**src/rtl/irq_mask_pkg.sv**
```systemverilog
package irq_mask_pkg;

  // Word offsets of the register set
  typedef enum logic [2:0] {
    OFS_STATUS  = 3'd0,
    OFS_MASK    = 3'd1,
    OFS_ENABLE  = 3'd2,
    OFS_DISABLE = 3'd3,
    OFS_TRIGGER = 3'd4
  } reg_ofs_e;

  // Decoded one-cycle strobes
  typedef struct packed {
    logic st_clr;
    logic st_set;
    logic mk_clr;
    logic mk_set;
    logic rd_st;
    logic rd_mk;
  } strobe_t;

endpackage

```
**src/rtl/irq_rst_sync.sv**
```systemverilog
module irq_rst_sync #(
  parameter int STAGES = 2
) (
  input  logic clk,
  input  logic rst_n,
  output logic rst_sync_n
);

  logic [STAGES-1:0] sync_q;
  logic [STAGES-1:0] sync_d;

  always_comb begin
    sync_d = {sync_q[STAGES-2:0], 1'b1};
  end

  always_ff @(posedge clk or negedge rst_n) begin
    if (!rst_n) sync_q <= '0;
    else        sync_q <= sync_d;
  end

  assign rst_sync_n = sync_q[STAGES-1];

endmodule

```
**src/rtl/irq_addr_dec.sv**
```systemverilog
module irq_addr_dec
  import irq_mask_pkg::*;
#(
  parameter int ADDR_W = 4
) (
  input  logic              wr_en,
  input  logic              rd_en,
  input  logic [ADDR_W-1:0] addr,
  output strobe_t           stb
);

  localparam int OFS_W = $bits(reg_ofs_e);

  logic upper_zero;
  logic [OFS_W-1:0] low;

  generate
    if (ADDR_W > OFS_W) begin : g_wide
      assign upper_zero = (addr[ADDR_W-1:OFS_W] == '0);
      assign low        = addr[OFS_W-1:0];
    end else begin : g_narrow
      assign upper_zero = 1'b1;
      assign low        = OFS_W'(addr);
    end
  endgenerate

  always_comb begin
    stb = '0;
    if (upper_zero) begin
      stb.st_clr = wr_en && (low == OFS_STATUS);
      stb.mk_clr = wr_en && (low == OFS_ENABLE);
      stb.mk_set = wr_en && (low == OFS_DISABLE);
      stb.st_set = wr_en && (low == OFS_TRIGGER);
      stb.rd_st  = rd_en && (low == OFS_STATUS);
      stb.rd_mk  = rd_en && (low == OFS_MASK);
    end
  end

endmodule

```
**src/rtl/irq_status_bank.sv**
```systemverilog
module irq_status_bank #(
  parameter int NUM_SRC = 10
) (
  input  logic               clk,
  input  logic               rst_n,
  input  logic               clr_en,
  input  logic               set_en,
  input  logic [NUM_SRC-1:0] wbits,
  input  logic [NUM_SRC-1:0] hw_evt,
  output logic [NUM_SRC-1:0] status_d,
  output logic [NUM_SRC-1:0] status_q
);

  genvar i;
  generate
    for (i = 0; i < NUM_SRC; i++) begin : g_bit
      logic set_i;
      logic clr_i;
      assign set_i = hw_evt[i] | (set_en & wbits[i]);
      assign clr_i = clr_en & wbits[i];

      // a set in the same cycle as a clear takes priority
      always_comb begin
        if (set_i)      status_d[i] = 1'b1;
        else if (clr_i) status_d[i] = 1'b0;
        else            status_d[i] = status_q[i];
      end

      always_ff @(posedge clk or negedge rst_n) begin
        if (!rst_n)              status_q[i] <= 1'b0;
        else if (set_i || clr_i) status_q[i] <= status_d[i];
      end
    end
  endgenerate

endmodule

```
**src/rtl/irq_mask_bank.sv**
```systemverilog
module irq_mask_bank #(
  parameter int NUM_SRC = 10
) (
  input  logic               clk,
  input  logic               rst_n,
  input  logic               clr_en,
  input  logic               set_en,
  input  logic [NUM_SRC-1:0] wbits,
  output logic [NUM_SRC-1:0] mask_d,
  output logic [NUM_SRC-1:0] mask_q
);

  genvar i;
  generate
    for (i = 0; i < NUM_SRC; i++) begin : g_bit
      logic upd_i;
      assign upd_i = (clr_en | set_en) & wbits[i];

      always_comb begin
        if (set_en && wbits[i])      mask_d[i] = 1'b1;
        else if (clr_en && wbits[i]) mask_d[i] = 1'b0;
        else                         mask_d[i] = mask_q[i];
      end

      always_ff @(posedge clk or negedge rst_n) begin
        if (!rst_n)     mask_q[i] <= 1'b1;
        else if (upd_i) mask_q[i] <= mask_d[i];
      end
    end
  endgenerate

endmodule

```
**src/rtl/irq_mask_ctrl.sv**
```systemverilog
module irq_mask_ctrl
  import irq_mask_pkg::*;
#(
  parameter int NUM_SRC = 10,
  parameter int DATA_W  = 32,
  parameter int ADDR_W  = 4
) (
  input  logic               clk,
  input  logic               rst_n,
  input  logic               wr_en,
  input  logic               rd_en,
  input  logic [ADDR_W-1:0]  addr,
  input  logic [DATA_W-1:0]  wdata,
  input  logic [NUM_SRC-1:0] hw_evt,
  output logic [DATA_W-1:0]  rdata,
  output logic               irq
);

  localparam int PAD_W = DATA_W - NUM_SRC;

  logic               rst_sync_n;
  strobe_t            stb;
  logic [NUM_SRC-1:0] wbits;
  logic [NUM_SRC-1:0] status_d, status_q;
  logic [NUM_SRC-1:0] mask_d, mask_q;
  logic [DATA_W-1:0]  rd_mux;
  logic [DATA_W-1:0]  rdata_q;
  logic               irq_d, irq_q;

  assign wbits = wdata[NUM_SRC-1:0];

  irq_rst_sync #(.STAGES(2)) u_rst (
    .clk        (clk),
    .rst_n      (rst_n),
    .rst_sync_n (rst_sync_n)
  );

  irq_addr_dec #(.ADDR_W(ADDR_W)) u_dec (
    .wr_en (wr_en),
    .rd_en (rd_en),
    .addr  (addr),
    .stb   (stb)
  );

  irq_status_bank #(.NUM_SRC(NUM_SRC)) u_status (
    .clk      (clk),
    .rst_n    (rst_sync_n),
    .clr_en   (stb.st_clr),
    .set_en   (stb.st_set),
    .wbits    (wbits),
    .hw_evt   (hw_evt),
    .status_d (status_d),
    .status_q (status_q)
  );

  irq_mask_bank #(.NUM_SRC(NUM_SRC)) u_mask (
    .clk    (clk),
    .rst_n  (rst_sync_n),
    .clr_en (stb.mk_clr),
    .set_en (stb.mk_set),
    .wbits  (wbits),
    .mask_d (mask_d),
    .mask_q (mask_q)
  );

  // read mux: unlisted and command words return zero
  always_comb begin
    rd_mux = '0;
    if (stb.rd_st)      rd_mux = {{PAD_W{1'b0}}, status_q};
    else if (stb.rd_mk) rd_mux = {{PAD_W{1'b0}}, mask_q};
  end

  // interrupt computed from next state so it tracks each update
  always_comb begin
    irq_d = |(status_d & ~mask_d);
  end

  always_ff @(posedge clk or negedge rst_sync_n) begin
    if (!rst_sync_n) rdata_q <= '0;
    else if (rd_en)  rdata_q <= rd_mux;
  end

  always_ff @(posedge clk or negedge rst_sync_n) begin
    if (!rst_sync_n) irq_q <= 1'b0;
    else             irq_q <= irq_d;
  end

  assign rdata = rdata_q;
  assign irq   = irq_q;

endmodule

```
**config.mk**
```make
export PLATFORM = sky130hd
export DESIGN_NAME = irq_mask_ctrl
export DESIGN_NICKNAME = d
export VERILOG_FILES = /design/src/rtl/irq_mask_pkg.sv /design/src/rtl/irq_rst_sync.sv /design/src/rtl/irq_addr_dec.sv /design/src/rtl/irq_status_bank.sv /design/src/rtl/irq_mask_bank.sv /design/src/rtl/irq_mask_ctrl.sv
export SDC_FILE = /design/constraint.sdc
export NUM_CORES = 1
export LEC_CHECK = 0
export BUFFER_PORTS_ARGS = -buffer_cell sky130_fd_sc_hd__buf_2
export CAP_MARGIN = 20
export CORE_ASPECT_RATIO = 0.8
export CORE_UTILIZATION = 40
export DETAILED_ROUTE_END_ITERATION = 8
export PLACE_DENSITY_LB_ADDON = 0.05
export SYNTH_ARGS = -nofsm -noshare
export SYNTH_HDL_FRONTEND = slang
export SYNTH_SLANG_ARGS = --single-unit
```
**constraint.sdc**
```tcl
create_clock -name clk -period 0.9 [get_ports clk]
set_input_delay 0.045 -clock clk [delete_from_list [all_inputs] [get_ports clk]]
set_output_delay 0.045 -clock clk [all_outputs]
set_load 0.05 [all_outputs]
```
# Yosys cells after proc, flatten, opt, wreduce, memory -nomap -nowiden
# Cells that the tools add are included.
# word_totals
regBits,55
latch_bits,0
ram_bits,0
romBits,0
inputBits,50
wordCells,151
memories,0
# op_classes
add_sub_neg,0
mul,0
div,0
magnitude_cmp,0
eq_ne,4
n_shift,0
n_mux,43
bitwise_logic,43
reduce_logical,38
# op_table
cell,count
1-bit 2-to-1 mux,40
32-bit 2-to-1 mux,1
1-bit AND,30
1-bit logical AND,26
1-bit OR,11
10-bit AND,1
1-bit logical OR,10
10-bit 2-to-1 mux,1
10-bit inverter,1
10-bit OR reduction,1
3-bit by 2-bit == test with 1-bit output (second input constant),2
6-bit 2-to-1 mux,1
3-bit by 1-bit == test with 1-bit output (second input constant),1
3-bit == test (second input constant),1
3-bit zero test,1

# Depth between registers and ports, before layout
# Gate-level depths: netlist of the first run.
# depth
ltp_word,9
mapped_depth,6
depth_no_buf,5

# Modules after synthesis
# Synthesis of the first run repeated with hierarchy kept, for this count alone.
# hier_totals
hier_cells,184
hier_area_um2,1890.6
# by_module_without_submodules
module,instances,cells_each,area_per_inst_um2,seq_area_each_um2
irq_mask_ctrl,1,86,720.7,275.3
irq_mask_bank,1,43,516.7,262.8
irq_status_bank,1,43,511.7,250.2
irq_addr_dec,1,9,87.6,0.0
irq_rst_sync,1,3,53.8,50.0

# Least setup slack after synthesis of the first run
# OpenSTA, ideal clock, no wires.
# synth_timing
path_kind,input to register
startpoint,input addr[2]
endpoint,"register irq_q, in the netlist irq"
t_arrival_ns,1.335
required_ns,0.765
path_slack_ns,-0.570
stages,6
path_buffers,1
cell_sequence,and3b_2 > and2_4 > buf_6 > a221o_1 > a2111oi_2 > nand4_1
# synth_via
elab_chain_cells,9
# synth_lines
item,line,source
from (decl),irq_mask_ctrl.sv:12,"input logic [ADDR_W-1:0] addr,"
3-bit by 2-bit == test with 1-bit output,irq_addr_dec.sv:31,stb.mk_clr = wr_en && (low == OFS_ENABLE);
1-bit logical AND,irq_addr_dec.sv:31,
6-bit 2-to-1 mux *,irq_addr_dec.sv:29,if (upper_zero) begin
1-bit logical AND,irq_mask_bank.sv:21,else if (clr_en && wbits[i]) mask_d[i] = 1'b0;
1-bit 2-to-1 mux,irq_mask_bank.sv:21,
1-bit 2-to-1 mux,irq_mask_bank.sv:20,if (set_en && wbits[i]) mask_d[i] = 1'b1;
10-bit inverter,irq_mask_ctrl.sv:75,irq_d = |(status_d & ~mask_d);
10-bit AND *,irq_mask_ctrl.sv:75,
10-bit OR reduction *,irq_mask_ctrl.sv:75,
named net irq_d,irq_mask_ctrl.sv:28,"logic irq_d, irq_q;"
to (signal assigned),irq_mask_ctrl.sv:85,else irq_q <= irq_d;
to (decl),irq_mask_ctrl.sv:28,
# The timed path passes the listed nets; every way through them passes the cells marked *.
# A chain may end at the register's enable or synchronous reset.

# Final worst setup path of the first run
# layout_timing
startpoint,input addr[1]
endpoint,"register irq_q, in the netlist irq"
# The elaborated chain is that of the path after synthesis.

==> results of run 1 <==
layout by cell type, fill, tap and decap left out, types with 3 or more instances in the layout:
master    netlist  final
buf_2           1     23
mux2i_2         0      3
a221o_1         5      5
o22ai_1        10      7
dfrtp_1        23     22
o22ai_2         0      3
a31oi_1         5      5
nand3_1         8      6
a21o_1          3      3
buf_6           1     24
a221oi_1        3      3
a32oi_1         3      3
inv_1          19     18
conb_1          2     23
buf_4          22     28
clkbuf_8        0      5
mux2i_1        14      9
dfstp_2        10     10
nand2_1        19     17
cells in the mapped netlist, types with 2 or more instances:
| cell type | instances | area [sq um] |
|---|---|---|
| dfrtp_1 | 23 | 576 |
| buf_4 | 22 | 165 |
| inv_1 | 19 | 71.3 |
| nand2_1 | 19 | 71.3 |
| mux2i_1 | 14 | 140 |
| dfstp_2 | 10 | 263 |
| o22ai_1 | 10 | 62.6 |
| nand3_1 | 8 | 40.0 |
| a221o_1 | 5 | 50.1 |
| a31oi_1 | 5 | 31.3 |
| a21o_1 | 3 | 22.5 |
| a221oi_1 | 3 | 26.3 |
| a32oi_1 | 3 | 26.3 |
| and3_1 | 3 | 18.8 |
| clkbuf_1 | 3 | 11.3 |
| o31ai_1 | 3 | 22.5 |
| a211o_1 | 2 | 17.5 |
| buf_1 | 2 | 7.51 |
| conb_1 | 2 | 7.51 |
power groups by stage:
stage / clock [mW] / combinational [mW] / sequential (mW)
after floorplan: 0 / 0.570 / 1.85
after global placement: 0 / 0.897 / 1.77
after detailed placement: 0 / 0.907 / 1.78
after CTS: 1.09 / 0.991 / 1.76
after global routing: 1.15 / 1.18 / 1.79
final: 1.06 / 1.09 / 1.77
area by class of cell:
class | count | area, sq um | area share (%)
multi-input combinational | 113 | 855 | 33.4
timing repair buffer | 78 | 641 | 25.0
inverter | 19 | 71.3 | 2.79
sequential | 33 | 840 | 32.8
clock buffer | 6 | 72.6 | 2.83
tap | 57 | 71.3 | 2.79
clock inverter | 2 | 10.0 | 0.391
path summary, 6_finish.rpt:
| check | from | end | slack [ns] | cells after the start |
|---|---|---|---|---|
| worst max-delay path | addr[1] | irq | -0.37 | 6 |
| worst min-delay path | hw_evt[0] | u_status.status_q[0] | -0.03 | 3 |
| worst max register to register | u_status.status_q[9] | irq | -0.37 | 3 |
| worst min register to register | u_rst.sync_q[1] | rdata[5] | 0.22 | 1 |
| max in group asynchronous | u_rst.sync_q[1] | u_mask.mask_q[2] | 0.45 | 1 |
| min in group asynchronous | rst_n | u_rst.sync_q[1] | 0.07 | 2 |
layer usage:
metal	vias up	wire length, um
met5	-	0
met4	0	57
met3	11	187
met2	62	2130
met1	747	1980
li1	720	-
logic make-up (layout without fill, tap and decap cells):
group | Yosys count | count (layout) | share of synthesized area [%]
compound gates | 35 | 35 | 15.7
buf+inv | 48 | 105 | 15.6
flops | 33 | 33 | 48.1
mux | 14 | 14 | 8.05
simple gates | 40 | 41 | 12.1
other cells | 2 | 23 | 0.431
through the flow:
step	utilization (%)	TNS, ns	instance area [sq um]	setup slack (ns)
final	61.3	-0.448	2560	-0.370
after global routing	61.3	-0.712	2560	-0.426
after CTS	58.2	-0.482	2430	-0.394
after detailed placement	52.4	-9.18	2190	-0.705
after global placement	52.4	-8.81	2190	-0.691
after floorplan	-	-1.20	1860	-0.479
sequential cells by signal (all words and copies together), names as in the netlist:
signal             count
irq                    1
u_rst.sync_q           2
u_mask.mask_q         10
rdata                 10
u_status.status_q     10
what timing repair did:
item / CTS / global route
resized for setup: 37 / 26
pin swaps: 7 / 7
gates cloned: 1 / 0
buffers inserted: 4 / 5
endpoints found under the setup margin: 24 / 23
hold endpoints to repair: 7 / 4
critical path: cells and delay by family:
family / cells / cell delay (ns)
AOI/OAI and AO/OA: 3 / 0.77
buffers and inverters: 1 / 0.09
and+or+nand+nor: 2 / 0.52
==> qor.yml, run 1 <==
status: "finished with violations"
violations: "hold timing, setup timing"
initial_core_util_pct: 41.7
p_total_mw: 3.92
nets: 300
syn_area_sq_mm: 0.00174
cts-root-buf: "clkbuf_8"
fin_skew_ns: 0.00269
vias_per_cell: 5.00
holdWs_ns: -0.0278
swShare_pct: 32.2
cp-end-kind: "register"
fmax_ghz: 0.787
num-fill-cells: 371
htreeDepth: 2
antenna_found_initial: 0
post_drt_wl_per_cell_um: 14.1
clk_path_buf_depth: 2
row_count: 21
final-setup-viol-count: 3
worst_pin_slew_ns: 0.541
gp_congestion: 0.769
powerDensity_mw_per_mm2: 1530
antenna_left: 0
fin_ws_ns: -0.370
drc: 0
p_clk_share_pct: 27.1
yosysWarnings: 0
cp_slowest_stage_delay_ns: 0.41
die_area_sq_mm: 0.00462
ys_seq_area_share_pct: 48.1
crit_type: "in2reg"
io_pins: 83
cts.clk_slew.worst_paths_ns: 0.07
required_ns: 1.05
synth_edf_count: 0
chipWidth_um: 75.8
path_cells: "buf_6 > or3_4 > o31ai_2 > a221oi_1 > a2111oi_4 > nand4_1"
grt_pass1_wl_um: 6670
p_sw_mw: 1.26
ir_drop_mv: 0.851
grtUsageMet2_pct: 31.1
crit_slowest_cell: "or3_4"
p_leak_nw: 1.21
dpl.hpwl_um: 3050
synthArstFlopShare_pct: 100
first_pass_iters: 5
grt-ovfl-total: 0
drv_cap: 0
arrival_ns: 1.42
postRouteWirelength_um: 4350
p_int_mw: 2.66
ys_ff_latch: 33
die_h_um: 61.0
grt.total_usage_pct: 20.1
clk_latency_ns: 0.28
ys_types: 32
drive_gt1_share_pct: 47.4
cts.sinks: 33
rsz0062_at_grt: "yes"
hold_buffers: 1
cts_made_buffers: 5
core_region_area_sq_mm: 0.00418
final_cells: 308
grt_max_degree: 32
power_frac_seq_pct: 45.1
comb_power_share_pct: 27.8
worstPathMaxFanout: 3
grt_most_used_layer: "met2"
drv_slew: 0
syn_area_per_cell_sq_um: 10.1
hold_viol_final: 3
tritoncts: "built"
met1_usage_pct: 28.1
fin_crit_sh_pct: 141
diodes: 0
area_growth_syn_to_layout_pct: 47.0
synth_ff_type: "dfrtp_1"
netlist_instances: 172
worstHoldPathType: "in2reg"
gr-usage-met3_pct: 4.58
route.vias.total: 1540
drt_iter0_drc: 121
grt_pass1_vias: 1405
setup.worst_path.start_class: "input pin"
max_slew_margin_pct: 63.9
dp.cells: 295
io_buffer_count: 38
fin_crit_ns: 1.27
Power figures use the tool's default switching activity.
==> run 2, diff against run 1 <==
Settings changed: PLACE_DENSITY set to 0.75, PLACE_DENSITY_LB_ADDON 0.05 to unset.
==> run 2 against run 1 <==
Against the previous run:
- the flow still finishes with violations (hold timing, setup timing)
- first-iteration DRC count fell by 12%
- non-clock buffer count rose by 7
- sequential share of layout area fell by 1.1 points
- sequential cell count did not move
- clock power rose by 35%
- combinational power barely moved
- global-route usage fell by 1.0 points
- clock skew rose by 0.00055 ns
- largest cell class unchanged
- largest power group unchanged
==> qor.yml, run 2 (synthesis gave the netlist of run 1 again) <==
io_buffer_count: 38  # unchanged
min_to: "u_status.status_q[0]"
tns_ns: -0.644  # -0.196 ns
arrival_ns: 1.52  # +0.10 ns
nets: 306  # +2.0%
hold_viol_final: 3  # unchanged
worstHoldStart: "hw_evt[0]"
vias_per_cell: 4.92  # -1.6%
drc: 0  # unchanged
grt-ovfl-total: 0  # unchanged
r2r_slack_ns: -0.48  # -0.11 ns
ir_drop_mv: 0.848  # -0.34%
first_pass_iters: 4  # -1
tritoncts: "built"
die_area_sq_mm: 0.00462  # unchanged
fin_ws_ns: -0.480  # -0.110 ns
p_leak_nw: 1.27  # +4.9%
cts.clk_slew.worst_paths_ns: 0.07  # about the same
gp_congestion: 0.806  # +4.9%
diodes: 0  # unchanged
cts.sinks: 33  # unchanged
route.vias.total: 1545  # +0.32%
p_total_mw: 4.28  # +9.3%
antenna_found_initial: 0  # unchanged
hold_depth: 3  # unchanged
required_ns: 1.04  # about the same
antenna_left: 0  # unchanged
clk_path_buf_depth: 2  # unchanged
drt_iter0_drc: 107  # -12%
final-setup-viol-count: 4  # +1
cts-root-buf: "clkbuf_8"
layout_commonest_cell: "buf_4"
drv_cap: 0  # unchanged
area_growth_syn_to_layout_pct: 51.9
postRouteWirelength_um: 4530  # +4.0%
chipWidth_um: 75.8  # unchanged
fin_skew_ns: 0.00324  # +0.000553 ns
initial_core_util_pct: 41.7  # unchanged
die_h_um: 61.0  # unchanged
fin_crit_ns: 1.38  # +0.110 ns
worstPathMaxFanout: 2  # -1
htreeDepth: 2  # unchanged
fin_crit_sh_pct: 153  # +12 points
grt_pass1_wl_um: 6180  # -7.4%
r2r-end: "irq"
row_count: 21  # unchanged
cp-end-kind: "register"
crit_type: "reg2reg"
post_drt_wl_per_cell_um: 14.4  # +2.1%
rsz0062_at_grt: "yes"
dpl.hpwl_um: 3000  # -1.7%
violations: "hold timing, setup timing"
drive_gt1_share_pct: 49.0  # +1.6 points
fin_area_sq_mm: 0.00265  # +3.4%
holdWs_ns: -0.0115  # +0.0163 ns
status: "finished with violations"
hold_buffers: 1  # unchanged
cts_made_buffers: 5  # unchanged
grt_max_degree: 32  # unchanged
grt_pass1_vias: 1344  # -4.3%
worstHoldPathType: "in2reg"
r2r_start: "u_status.status_q[9]"
drv_slew: 0  # unchanged
clk_latency_ns: 0.28  # about the same
final_cell_mix: "buf_4, buf_6, conb_1, buf_2, dfrtp_1"
fmax_ghz: 0.725  # -7.9%
fin_util_pct: 63.3  # +2.1 points
core_region_area_sq_mm: 0.00418  # unchanged
setup.worst_path.start_class: "register"
place_area_sq_mm: 0.00221  # +0.91%
io_pins: 83  # unchanged
grt.total_usage_pct: 19.0  # -1.0 points
reg2reg_depth: 3  # unchanged
powerDensity_mw_per_mm2: 1620  # +5.7%
run 2: changes by cell type in the layout (fill, tap and decap cells not counted), sizes merged:
| cell | before | now |
|---|---|---|
| buf | 77 | 84 |
| clkinv | 2 | 0 |
| and4bb | 2 | 1 |
| clkbuf | 6 | 7 |
| bufinv | 0 | 1 |
run 2: through the flow:
step	setup WS, ns	std cells
final	-0.480	314
after global routing	-0.544	314
after CTS	-0.456	305
after detailed placement	-0.687	296
after global placement	-0.662	296
after floorplan	-0.479	193
run 2: worst max-delay path, cell delays in order, from the launching register on:
cell	delay, ns
dfrtp_1	0.39
a221o_1	0.37
a2111oi_2	0.34
nand4_1	0.14
run 2: worst max-delay path by stage:
| stage | start | end | slack (ns) | cells past startpoint |
|---|---|---|---|---|
| finish | u_status.status_q[9] | irq | -0.48 | 3 |
| global placement | addr[0] | irq | -0.66 | 6 |
| CTS | u_status.status_q[9] | irq | -0.46 | 3 |
| global route | u_status.status_q[9] | irq | -0.54 | 3 |
| floorplan | addr[2] | irq | -0.48 | 6 |
| detailed placement | addr[0] | irq | -0.69 | 6 |
run 2: per-layer routing:
layer	up-vias	global-route usage, %	share of wire (%)
met4	0	10.3	2.9
li1	734	-	-
met1	747	25.4	45
met2	51	28.2	48
met3	13	5.24	4.1
met5	-	0	0
run 2: final cells by class:
cell class / instances / area, sq um
clock buffers: 7 / 86.3
clock inverters: 1 / 30.0
fillers: 331 / 1530
inverters: 19 / 71.3
multi-input cells: 112 / 842
flip-flops and latches: 33 / 840
well taps: 57 / 71.3
repair buffers: 85 / 706
run 2: timing repair:
item | in CTS | in global routing
resized for setup | 37 | 25
setup endpoints to repair | 19 | 27
pin swaps | 6 | 9
buffers inserted | 2 | 10
hold endpoints to repair | 7 | 2
gates cloned | 0 | 1
run 2: power by group:
group	internal, mW	total (mW)	switching [mW]
Clock	0.902	1.43	0.532
Combinational	0.443	1.09	0.642
Sequential	1.68	1.76	0.0813
==> run 3, diff against run 2 <==
Settings changed: PLACE_DENSITY 0.75 to 0.73.
Clock period 0.9 ns to 1.7 ns, I/O delays scaled along.
==> run 3 against run 2 <==
Against the previous run:
- the flow now finishes without violations
- sequential cell count unchanged
- via count shrank 12%
- clock skew is 0.0010 ns higher
- final cell count fell by 10%
- die area unchanged
- sequential share of layout area rose by 7.8 points
- sequential power fell by 47%
- combinational power down 62%
- first-iteration DRC count fell by 42%
- non-clock buffer count shrank 32
- largest power group unchanged
==> qor.yml, run 3 (synthesis gave the netlist of run 1 again) <==
status: "finished, final reports clean"
vias_per_cell: 4.80  # -2.3%
fin_crit_sh_pct: 84.4
antenna_left: 0  # unchanged
core_region_area_sq_mm: 0.00418  # unchanged
initial_core_util_pct: 41.7  # unchanged
setup.worst_path.start_class: "input pin"
powerDensity_mw_per_mm2: 991  # -39%
crit_slowest_cell: "or3_1"
fin_ws_ns: 0.265  # +0.745 ns
row_count: 21  # unchanged
clk_latency_ns: 0.28  # about the same
r2r_slack_ns: 0.29  # +0.77 ns
drv_slew: 0  # unchanged
drt_iter0_drc: 62  # -42%
first_pass_iters: 4  # unchanged
worstPathMaxFanout: 3  # +1
crit_type: "in2reg"
grt-ovfl-total: 0  # unchanged
route.vias.total: 1355  # -12%
die_h_um: 61.0  # unchanged
die_area_sq_mm: 0.00462  # unchanged
fmax_ghz: 0.697
grt_pass1_vias: 1268  # -5.7%
p_leak_nw: 1.05  # -17%
nets: 274  # -10%
ir_drop_mv: 0.370  # -56%
fin_skew_ns: 0.00425  # +0.00101 ns
layout_commonest_cell: "buf_2"
arrival_ns: 1.59  # +0.07 ns
post_drt_wl_per_cell_um: 12.5  # -13%
dpl.hpwl_um: 2620  # -13%
p_total_mw: 2.10  # -51%
chipWidth_um: 75.8  # unchanged
diodes: 0  # unchanged
num-fill-cells: 387  # +17%
io_buffer_count: 38  # unchanged
drv_cap: 0  # unchanged
final_cell_mix: "buf_2, conb_1, dfrtp_1, nand2_1, inv_1"
worstHoldPathType: "in2reg"
grt_pass1_wl_um: 5980  # -3.1%
cp_slowest_stage_delay_ns: 0.42  # +0.03 ns
final-setup-viol-count: 0  # -4
clk_path_buf_depth: 2  # unchanged
worstHoldStart: "hw_evt[0]"
cts-root-buf: "clkbuf_8"
cts_made_buffers: 5  # unchanged
postRouteWirelength_um: 3540  # -22%
dp.cells: 271  # -8.4%
hold_viol_final: 0  # -3
gp_congestion: 0.773  # -4.1%
grt_max_degree: 32  # unchanged
io_pins: 83  # unchanged
rsz0062_at_grt: "no"
hold_depth: 3  # unchanged
tritoncts: "built"
area_growth_syn_to_layout_pct: 21.6
r2r-end: "irq"
path_cells: "buf_2 > or3_1 > o31ai_1 > a221oi_1 > a2111oi_2 > nand4_1"
fin_util_pct: 50.7  # -13 points
r2r_start: "u_status.status_q[9]"
final_cells: 282  # -10%
cts.clk_slew.worst_paths_ns: 0.07  # about the same
fin_crit_ns: 1.43
antenna_found_initial: 0  # unchanged
min_to: "u_status.status_q[0]"
grt.total_usage_pct: 18.4  # -0.65 points
cts.sinks: 33  # unchanged
htreeDepth: 2  # unchanged
ctsResizeCount: 0  # -100%
required_ns: 1.85  # +0.81 ns
cp-end-kind: "register"
drc: 0  # unchanged
drive_gt1_share_pct: 32.0  # -17 points
pre_cts_slack_ns: -0.0378  # +0.649 ns
reg2reg_depth: 3  # unchanged
run 3: power by group:
group / switching (mW) / total, mW / leakage [nW] / internal [mW]
combinational: 0.286 / 0.412 / 0.634 / 0.127
sequential: 0.0412 / 0.931 / 0.362 / 0.890
clock: 0.278 / 0.756 / 0.0585 / 0.477
total: 0.605 / 2.10 / 1.05 / 1.49
run 3: worst max-delay path, delay by kind of cell:
kind            cells  cell delay [ns]
compound gates      3             0.84
simple gates        2             0.56
buf+inv             1             0.11
run 3: cell type report:
type                       instances  area [sq um]  share of cell area, %
sequential                        33           838                   39.6
multi-input combinational        112           711                   33.5
timing repair buffer              53           310                   14.6
clock buffer                       7          86.3                   4.08
inverter                          19          71.3                   3.37
tap                               57          71.3                   3.37
clock inverter                     1          30.0                   1.42
run 3: timing repair:
item | CTS | global route
hold endpoints to repair | 4 | 0
hold buffers | 3 | 0
buffers inserted | 0 | 0
run 3: metrics by stage:
step / setup TNS (ns) / area [sq um] / hold slack, ns
global route: 0 / 2120 / 0.0101
finish: 0 / 2120 / 0.00626
floorplan: 0 / 1820 / -0.211
global placement: -0.0427 / 1970 / -0.130
detailed placement: -0.0378 / 1970 / -0.128
CTS: 0 / 2120 / 0.00258
run 3: worst max-delay path by stage:
stage / end / cells past startpoint / slack (ns) / from
3_5_place_dp: irq / 6 / -0.04 / addr[1]
3_3_place_gp: irq / 6 / -0.04 / addr[1]
6_report: irq / 6 / 0.27 / addr[1]
5_1_grt: irq / 6 / 0.15 / addr[1]
2_1_floorplan: irq / 6 / 0.19 / addr[2]
4_1_cts: irq / 6 / 0.27 / addr[1]
run 3: per-layer routing:
layer	global-route usage, %	share of wire (%)	vias up
li1	-	-	662
met4	7.94	1.8	0
met3	6.55	6.1	5
met5	0	0	-
met2	26.0	46	37
met1	25.4	46	651
